[src/rtl/cmp_pkg.sv]
package cmp_pkg;

    // Running three-flag verdict passed between slices (one-hot).
    typedef struct packed {
        logic gt;
        logic eq;
        logic lt;
    } rel_t;

    // Local result of a single slice compare.
    typedef struct packed {
        logic gt;   // slice strictly greater
        logic lt;   // slice strictly less
        logic ge;   // slice greater or equal (propagates a greater verdict)
        logic le;   // slice less or equal (propagates a less verdict)
    } slice_t;

    localparam rel_t REL_EQUAL = '{gt: 1'b0, eq: 1'b1, lt: 1'b0};

    // Bypass merge: the local decision wins; otherwise the lower verdict passes.
    function automatic rel_t merge_rel(input slice_t loc, input rel_t lower);
        rel_t r;
        r.gt = loc.gt | (loc.ge & lower.gt);
        r.lt = loc.lt | (loc.le & lower.lt);
        r.eq = loc.ge & loc.le & lower.eq;
        return r;
    endfunction

endpackage

[src/rtl/cmp_slice_local.sv]
module cmp_slice_local
    import cmp_pkg::*;
#(
    parameter int SLICE = 2
) (
    input  logic [SLICE-1:0] sa,
    input  logic [SLICE-1:0] sb,
    output slice_t           res
);
    logic gt_w;
    logic lt_w;
    logic same_w;

    // Scan from the top bit down; the first differing bit decides.
    always_comb begin
        gt_w = 1'b0;
        lt_w = 1'b0;
        for (int i = SLICE - 1; i >= 0; i--) begin
            if (!gt_w && !lt_w) begin
                if (sa[i] && !sb[i]) begin
                    gt_w = 1'b1;
                end else if (!sa[i] && sb[i]) begin
                    lt_w = 1'b1;
                end
            end
        end
    end

    assign same_w = (sa == sb);

    always_comb begin
        res.gt = gt_w;
        res.lt = lt_w;
        res.ge = same_w | gt_w;
        res.le = same_w | lt_w;
    end
endmodule

[src/rtl/cmp_slice_merge.sv]
module cmp_slice_merge
    import cmp_pkg::*;
(
    input  slice_t loc,
    input  rel_t   rel_in,
    output rel_t   rel_out
);
    assign rel_out = merge_rel(loc, rel_in);
endmodule

[src/rtl/cmp_bypass_stage.sv]
module cmp_bypass_stage
    import cmp_pkg::*;
#(
    parameter int SLICE = 2
) (
    input  logic [SLICE-1:0] sa,
    input  logic [SLICE-1:0] sb,
    input  rel_t             rel_in,
    output rel_t             rel_out
);
    slice_t loc;

    cmp_slice_local #(.SLICE(SLICE)) u_local (
        .sa  (sa),
        .sb  (sb),
        .res (loc)
    );

    cmp_slice_merge u_merge (
        .loc     (loc),
        .rel_in  (rel_in),
        .rel_out (rel_out)
    );
endmodule

[src/rtl/bypass_mag_cmp.sv]
module bypass_mag_cmp
    import cmp_pkg::*;
#(
    parameter int WIDTH = 16,
    parameter int SLICE = 2
) (
    input  logic [WIDTH-1:0] op_a,
    input  logic [WIDTH-1:0] op_b,
    output logic             cmp_gt,
    output logic             cmp_eq,
    output logic             cmp_lt
);
    localparam int STAGES = WIDTH / SLICE;

    generate
        if ((WIDTH % SLICE) != 0 || SLICE < 1) begin : g_bad_cfg
            $error("WIDTH must be a positive multiple of SLICE");
        end
    endgenerate

    rel_t chain [0:STAGES];

    // the lowest slice sees a fixed "equal" verdict.
    assign chain[0] = REL_EQUAL;

    generate
        for (genvar s = 0; s < STAGES; s++) begin : g_stage
            cmp_bypass_stage #(.SLICE(SLICE)) u_stage (
                .sa      (op_a[s*SLICE +: SLICE]),
                .sb      (op_b[s*SLICE +: SLICE]),
                .rel_in  (chain[s]),
                .rel_out (chain[s+1])
            );
        end
    endgenerate

    assign cmp_gt = chain[STAGES].gt;
    assign cmp_eq = chain[STAGES].eq;
    assign cmp_lt = chain[STAGES].lt;
endmodule

[config.mk]
export PLATFORM = sky130hd
export DESIGN_NAME = bypass_mag_cmp
export DESIGN_NICKNAME = d
export VERILOG_FILES = /design/src/rtl/cmp_pkg.sv /design/src/rtl/cmp_slice_local.sv /design/src/rtl/cmp_slice_merge.sv /design/src/rtl/cmp_bypass_stage.sv /design/src/rtl/bypass_mag_cmp.sv
export SDC_FILE = /design/constraint.sdc
export NUM_CORES = 1
export LEC_CHECK = 0
export CORE_MARGIN = 8
export CORE_UTILIZATION = 48
export DETAILED_ROUTE_END_ITERATION = 6
export GPL_TIMING_DRIVEN = 0
export PLACE_DENSITY = 0.86
export SYNTH_ARGS = -nofsm -noshare
export SYNTH_HDL_FRONTEND = slang
export SYNTH_SLANG_ARGS = --single-unit
export TNS_END_PERCENT = 10
[constraint.sdc]
create_clock -name vclk -period 1.9
set_input_delay 0.19 -clock vclk [all_inputs]
set_output_delay 0.19 -clock vclk [all_outputs]
set_load 0.02 [all_outputs]
==> summary.txt, run 1 <==
Outcome
  • Run status: stopped before the end
  • Fail Step: global routing (5_1_grt)
  • Error: [ERROR DPL-0038] Utilization greater than 100%, impossible to legalize

Floorplan
  • Initial Util: 49.7%
  • Die X: between 60 and 70 µm
  • IO Pins: 35
  • Chip Height: about 60 µm
  • Placement Rows: 16

Place
  • Detail Placement HPWL: around 2.1 mm
  • Number of port buffers: 35
  • DP Area: 1340 µm²
  • GP Congestion: 0.832

Logic synthesis
  • Synth Instances: 127
  • Synthesized area: between 900 and 1000 µm²
  • Yosys cell types: 27
  • Synthesized area per cell: 7.45 µm²
  • Register area share after synthesis: 0%
  • Syn Nets: 191
  • Warnings from Yosys: 0

Global routing
  • Largest net degree at the start of global routing: 6

Timing
  • Worst setup endpoint GRT: cmp_eq
  • Worst-path end type: top-level output
==> synth_stat cells <==
cell type / n / area, µm²
a22oi_1: 2 / 15.0
o22ai_4: 1 / 20.0
or3_4: 1 / 11.3
o2111ai_1: 1 / 8.76
nor2b_1: 4 / 25.0
a31o_1: 1 / 8.76
nor3_1: 5 / 25.0
nor2_1: 4 / 15.0
a311oi_1: 1 / 8.76
or4_1: 2 / 15.0
o21ai_0: 2 / 10.0
inv_1: 33 / 124
a211o_1: 3 / 26.3
o21a_1: 10 / 75.1
nand3_1: 1 / 5.00
a21oi_1: 5 / 25.0
o21ai_1: 1 / 5.00
nor2b_2: 3 / 26.3
nand2_1: 3 / 11.3
a211oi_1: 3 / 22.5
nand2b_1: 1 / 6.26
ha_1: 32 / 400
or3_1: 1 / 6.26
a2111oi_0: 1 / 8.76
o221ai_1: 1 / 8.76
a21o_1: 1 / 7.51
o22ai_1: 4 / 25.0
==> cell families after synthesis <==
group | after synthesis | synth area share (%)
AO/OA/AOI/OAI | 37 | 29.1
AND/OR/NAND/NOR | 25 | 15.5
adder cells (fa/ha/maj) | 32 | 42.3
buffers and inverters | 33 | 13.1
==> metrics by stage <==
step                cells  hold slack [ns]  TNS [ns]  setup slack (ns)
floorplan             127            0.782         0           0.00380
global placement      189             1.76     -2.85             -1.08
detailed placement    189             1.77     -2.91             -1.10
CTS                   204             1.01   -0.0629           -0.0629
==> timing repair <==
action | CTS
hold buffers | 0
endpoints found under the setup margin | 3
hold endpoints to repair | 0
gates resized for setup | 177
buffers inserted | 15
pin swaps | 22
==> inputs of run 2 (changes only) <==
Settings changed: CORE_AREA set to 8 8 69 71, CORE_MARGIN 8 to not set, CORE_UTILIZATION 48 to not set, DIE_AREA set to 0 0 77 79, PLACE_DENSITY 0.86 to not set, PLACE_DENSITY_LB_ADDON set to 0.15.
==> summary.txt, run 2 <==
Drt
  • DRC Markers: 0
  • Vias: 1035
  • DR iter-0 viols: 58
  • Final wirelength: ~3.0 mm
  • DR vias/cell: approximately 4.6
  • Wire length per cell: 13.1 µm
  • Drt pass-1 iters: 4
  • Remaining antenna violation count: 0

Timing
  • Period utilisation layout: 106%
  • Setup violators final: 3
  • Final slew viol count: 0
  • Final Hold Violating Endpoints: 0
  • Final worst setup slack: -0.122 ns
  • Max frequency: slightly below 500 MHz
  • Max_slew headroom: 79.3%
  • Least-Margin Pin Slew: 0.310 ns
  • Unrepaired setup endpoints after global routing: true
  • Min Hold Slack: 1.05 ns
  • Tmin final: 2.02 ns

Outcome
  • Failing checks: setup timing
  • Run status: complete, but fails checks

Hold path
  • Hold Crit Class: in -> out

Global routing
  • Most crowded layer after global routing: met2
  • Largest net degree at the start of global routing: 6
  • Total grt overflow: 0
  • First-pass GRT wire length: 4.86 mm
  • Initial antenna violation count: 0
  • Vias in the first global route: approximately 1200
  • GR met1 Demand/Resource: 10.7%
  • GR Layer Usage met3: 0.903%
  • Met2 global-route usage: 18.0%
  • GRT Util Overall: roughly 9.0%

Critical path
  • Crit start category: input port
  • CP max FO: 2
  • Worst Setup EP: cmp_eq
  • Critical Path Sink Type: output port
  • Worst Path Arrival: 1.83 ns
  • Critical Path, Cell by Cell: buf_2, ha_4, o22ai_2, or3_4, or4_4, nor2_4, buf_6
  • CP max-delay cell: or4_4
  • Worst Setup SP: op_b[11]
  • Buf/Inv on CP: 2
  • CP peak stage delay: 0.55 ns
  • Largest delay share family, worst path: simple AND/OR/NAND/NOR gates
  • Worst path depth: 7
  • Critical Path RT: between 1.5 and 2 ns
  • Crit Path Class: in -> out

Layout
  • N_diodes: 0
  • Commonest non-fill, non-tap cell in the layout: ha_4
  • P&R area growth vs syn: 89.4%
  • Filler instances: 391
  • Commonest cells after routing, fill and taps aside: ha_4 (20), inv_2 (15), dlygate4sd2_1 (15), buf_4 (15), inv_1 (14)
  • Register area: 0 µm²
  • Ratio of cells with drive above 1 in the final layout: roughly 55%
  • Seq cells: 0
  • Design area: 1790 µm²
  • Net count, final: 242
  • Clock buffers: 0

Logic synthesis
  • Syn Nets: 191
  • Synth Instances: 127
  • Synthesized area per cell: roughly 7.4 µm²
  • Largest area contributor in the netlist: ha_1
  • Post-synth top area share: between 40% and 50%
  • Warnings from Yosys: 0
  • Synthesized area: ~950 µm²
  • Dominant cells by area after synthesis: ha_1 (42%), inv_1 (13%), o21a_1 (7.9%)
  • Most common cell in the synthesized netlist: inv_1
  • Most frequent cells after synthesis: inv_1 (33), ha_1 (32), o21a_1 (10)
  • Yosys cell types: 27
  • Register area share after synthesis: 0%

Place
  • Number of port buffers: 35
  • DP Area: 1370 µm²
  • Detail Placement HPWL: 2.26 mm
  • GP Congestion: 0.736

Floorplan
  • IO Pins: 35
  • Chip Height: 79 µm
  • Core box area: between 3000 and 4000 µm²
  • Die ar.: 6080 µm²
  • Die X: 77 µm
  • Placement Rows: 23
  • Initial Util: 24.9%

Power and ir drop
  • Total power: about 420 µW
  • Max rail drop VDD: 0.0736 mV
  • PD cells: 232 nW/µm²
  • P_leak: 0.000816 µW

Clock network
  • Post-CTS Hold Buffers: 0

Run
  • Max-cap violations: 0
## run 2: cell counts after synthesis
Identical to the previous run, type by type.
## run 2: layout make-up
type	instances	area, µm²	share of cell area (%)
inverter	33	134	7.47
multi-input combinational	94	1180	65.7
tap	50	62.6	3.49
timing repair buffer	49	418	23.3
## run 2: worst min-delay path by stage
stage / start / endpoint / slack, ns / cells past startpoint
after CTS: op_a[8] / cmp_gt / 1.05 / 5
after global placement: op_b[15] / cmp_gt / 1.78 / 6
after global routing: op_a[8] / cmp_gt / 1.09 / 5
final: op_a[8] / cmp_gt / 1.05 / 5
after floorplan: op_a[15] / cmp_gt / 0.78 / 3
after detailed placement: op_b[15] / cmp_gt / 1.79 / 6
## run 2: worst min-delay path: cells and delay by family
| family | cells | cell delay [ns] |
|---|---|---|
| buffers and inverters | 2 | 0.27 |
| AO/OA/AOI/OAI | 2 | 0.22 |
| adder cells (fa/ha/maj) | 1 | 0.17 |
## run 2: repair_timing
action,4_1_cts,5_1_grt
pin swaps,23,9
endpoints found under the setup margin,3,3
cloned,0,0
resized for setup,168,18
buffers inserted,13,1
## run 2: through the flow
stage,setup WS [ns],TNS (ns),cells,util [%]
floorplan,0.00380,0,127,-
global placement,-1.11,-3.01,212,36.0
detailed placement,-1.13,-3.05,212,36.0
CTS,-0.103,-0.190,225,44.9
global route,-0.162,-0.394,226,47.2
finish,-0.122,-0.214,226,47.2
## run 2: logic make-up after synthesis
family,after synthesis,synth area share (%)
AOI/OAI and AO/OA,37,29.1
adders and majority gates,32,42.3
buffers and inverters,33,13.1
and+or+nand+nor,25,15.5
## run 2: routing by layer
metal | up-vias | part of all wire (%)
li1 | 537 | -
met4 | 0 | 0
met5 | - | 0
met2 | 26 | 54
met1 | 472 | 42
met3 | 0 | 4.0
## run 2: where the power goes
part	leakage [µW]	switching [µW]	total, µW	internal [µW]
clock network	0	0	0	0
logic	0.000816	189	416	227
registers	0	0	0	0
total	0.000816	189	416	227
Power figures use the tool's default switching activity.
==> inputs of run 3 (changes only) <==
Settings changed: RECOVER_POWER set to 50.
==> results of run 3 <==
The final DEF is identical to that of run 2; final timing and power are the same.
==> inputs of run 4 (changes only) <==
Settings changed: SKIP_LAST_GASP set to 1, SYNTH_HIERARCHICAL set to 1.
==> summary.txt, run 4 <==
Layout
  • Commonest non-fill, non-tap cell in the layout: inv_1
  • Net count, final: 284
  • Commonest cells after routing, fill and taps aside: inv_1 (31), ha_1 (23), buf_4 (19), clkdlybuf4s50_1 (17), a21o_1 (16)
  • Design area: around 1900 µm²
  • Clock buffers: 0
  • N_diodes: 0
  • Ratio of cells with drive above 1 in the final layout: 39.0%
  • Seq cells: 0
  • Register area: 0 µm²
  • P&R area growth vs syn: 39.5%

Drt
  • DRC Markers: 0
  • Wire length per cell: 9.01 µm
  • DR vias/cell: 4.26
  • Final wirelength: around 2.4 mm
  • Vias: approximately 1100
  • Drt pass-1 iters: 3
  • Remaining antenna violation count: 0
  • DR iter-0 viols: 16

Timing
  • Period utilisation layout: 126%
  • Unrepaired setup endpoints after global routing: true
  • Tmin final: 2.40 ns
  • Max frequency: 417 MHz
  • Setup violators final: 3
  • Final slew viol count: 0
  • Final worst setup slack: -0.500 ns
  • Final Hold Violating Endpoints: 0

Critical path
  • Critical Path Sink Type: output port
  • Worst Setup SP: op_b[6]
  • Crit start category: input port
  • Crit Path Class: in -> out
  • Worst Setup EP: cmp_gt
  • CP max FO: 3
  • Worst Path Arrival: 2.21 ns
  • Critical Path RT: 1.71 ns

Logic synthesis
  • Largest area contributor in the netlist: ha_1
  • Synthesized area: 1340 µm²
  • Dominant cells by area after synthesis: ha_1 (30%), inv_1 (11%), a21o_1 (9.0%)
  • Post-synth top area share: 29.9%
  • Synthesized area per cell: 7.52 µm²
  • Synth Instances: about 180
  • Simple-gate share of the synthesized area: between 20% and 30%
  • Yosys cell types: 13
  • Post-Synth Adder-Cell Area: 29.9%
  • Most common cell in the synthesized netlist: inv_1
  • Most frequent cells after synthesis: inv_1 (40), ha_1 (32), a21o_1 (16), buf_4 (16), nor2_1 (16)
  • Register area share after synthesis: 0%
  • Multiplexer area fraction after synthesis: 0%
  • Post-Synth XOR/XNOR Area: 0%
  • Warnings from Yosys: 6
  • Main combinational cell family by area after synthesis: adder cells
  • Compound-Gate Fraction of Synth Area: 29.2%

Floorplan
  • Chip Height: between 70 and 80 µm
  • IO Pins: 35
  • Initial Util: 35.2%
  • Die X: 77 µm
  • Placement Rows: 23
  • Core box area: 3800 µm²
  • Die ar.: 6080 µm²

Global routing
  • First-pass GRT wire length: 4.24 mm
  • Largest net degree at the start of global routing: 5
  • Total grt overflow: 0
  • Initial antenna violation count: 0
  • Vias in the first global route: 1122
  • GRT Util Overall: 7.56%

Outcome
  • Run status: complete, but fails checks
  • Failing checks: setup timing

Hold path
  • Min-delay src: op_b[15]
  • Hold Crit Class: in -> out

Place
  • Number of port buffers: 35
  • Detail Placement HPWL: 2.11 mm
  • DP Area: roughly 1800 µm²
  • GP Congestion: 0.742
  • DP Worst Slack: -1.33 ns

Clock network
  • Post-CTS Hold Buffers: 0

Power and ir drop
  • Max rail drop VDD: 0.0921 mV
  • PD cells: 242 nW/µm²
  • P_leak: 0.00111 µW

Run
  • Max-cap violations: 0
-- run 4: cell type report --
class,count,area [µm²]
well taps,50,62.6
fillers,394,1930
inverters,40,155
repair buffers,41,367
plain buffers,14,105
multi-input cells,123,1180
-- run 4: cells by family after synthesis --
logic type      count (synthesis)
buf+inv                        56
compound gates                 48
simple gates                   40
fa+ha+maj                      32
other cells                     2
-- run 4: critical path, cell delays in order --
cell and delay, ns:
clkdlybuf4s50_1 0.49, inv_1 0.05, ha_2 0.18, a21o_2 0.21, buf_4 0.12, a21o_1 0.15
a21o_1 0.17, a21o_1 0.17, a21o_1 0.16, a21o_1 0.18, buf_6 0.13
-- run 4: power breakdown --
group / switching [µW] / internal (µW)
sequential: 0 / 0
combinational: 190 / 262
clock: 0 / 0
-- run 4: stage by stage --
| step | hold WS, ns | TNS, ns | utilization [%] | power [µW] | cells |
|---|---|---|---|---|---|
| CTS | 1.40 | -1.54 | 49.2 | 456 | 268 |
| floorplan | 0.835 | -0.561 | - | 290 | 179 |
| global route | 1.47 | -1.87 | 49.2 | 506 | 268 |
| global placement | 1.85 | -3.87 | 46.7 | 417 | 264 |
| detailed placement | 1.85 | -3.85 | 46.7 | 419 | 264 |
| finish | 1.38 | -1.49 | 49.2 | 452 | 268 |
-- run 4: per-layer routing --
layer	track usage [%]	wire (µm)
met2	14.2	1150
met4	0	0
met1	9.65	1200
met3	0.677	70
met5	0	0
-- run 4: worst min path at each step --
stage | end | slack (ns) | depth (start not counted)
4_1_cts | cmp_gt | 1.40 | 6
2_1_floorplan | cmp_gt | 0.83 | 3
3_3_place_gp | cmp_eq | 1.85 | 6
6_report | cmp_gt | 1.38 | 6
5_1_grt | cmp_gt | 1.47 | 6
3_5_place_dp | cmp_eq | 1.85 | 6
-- run 4: repair_timing --
item	in CTS	in global routing
resized for setup	86	0
buffers inserted	6	0
endpoints found under the setup margin	3	3
gates cloned	0	0
pin swaps	30	0
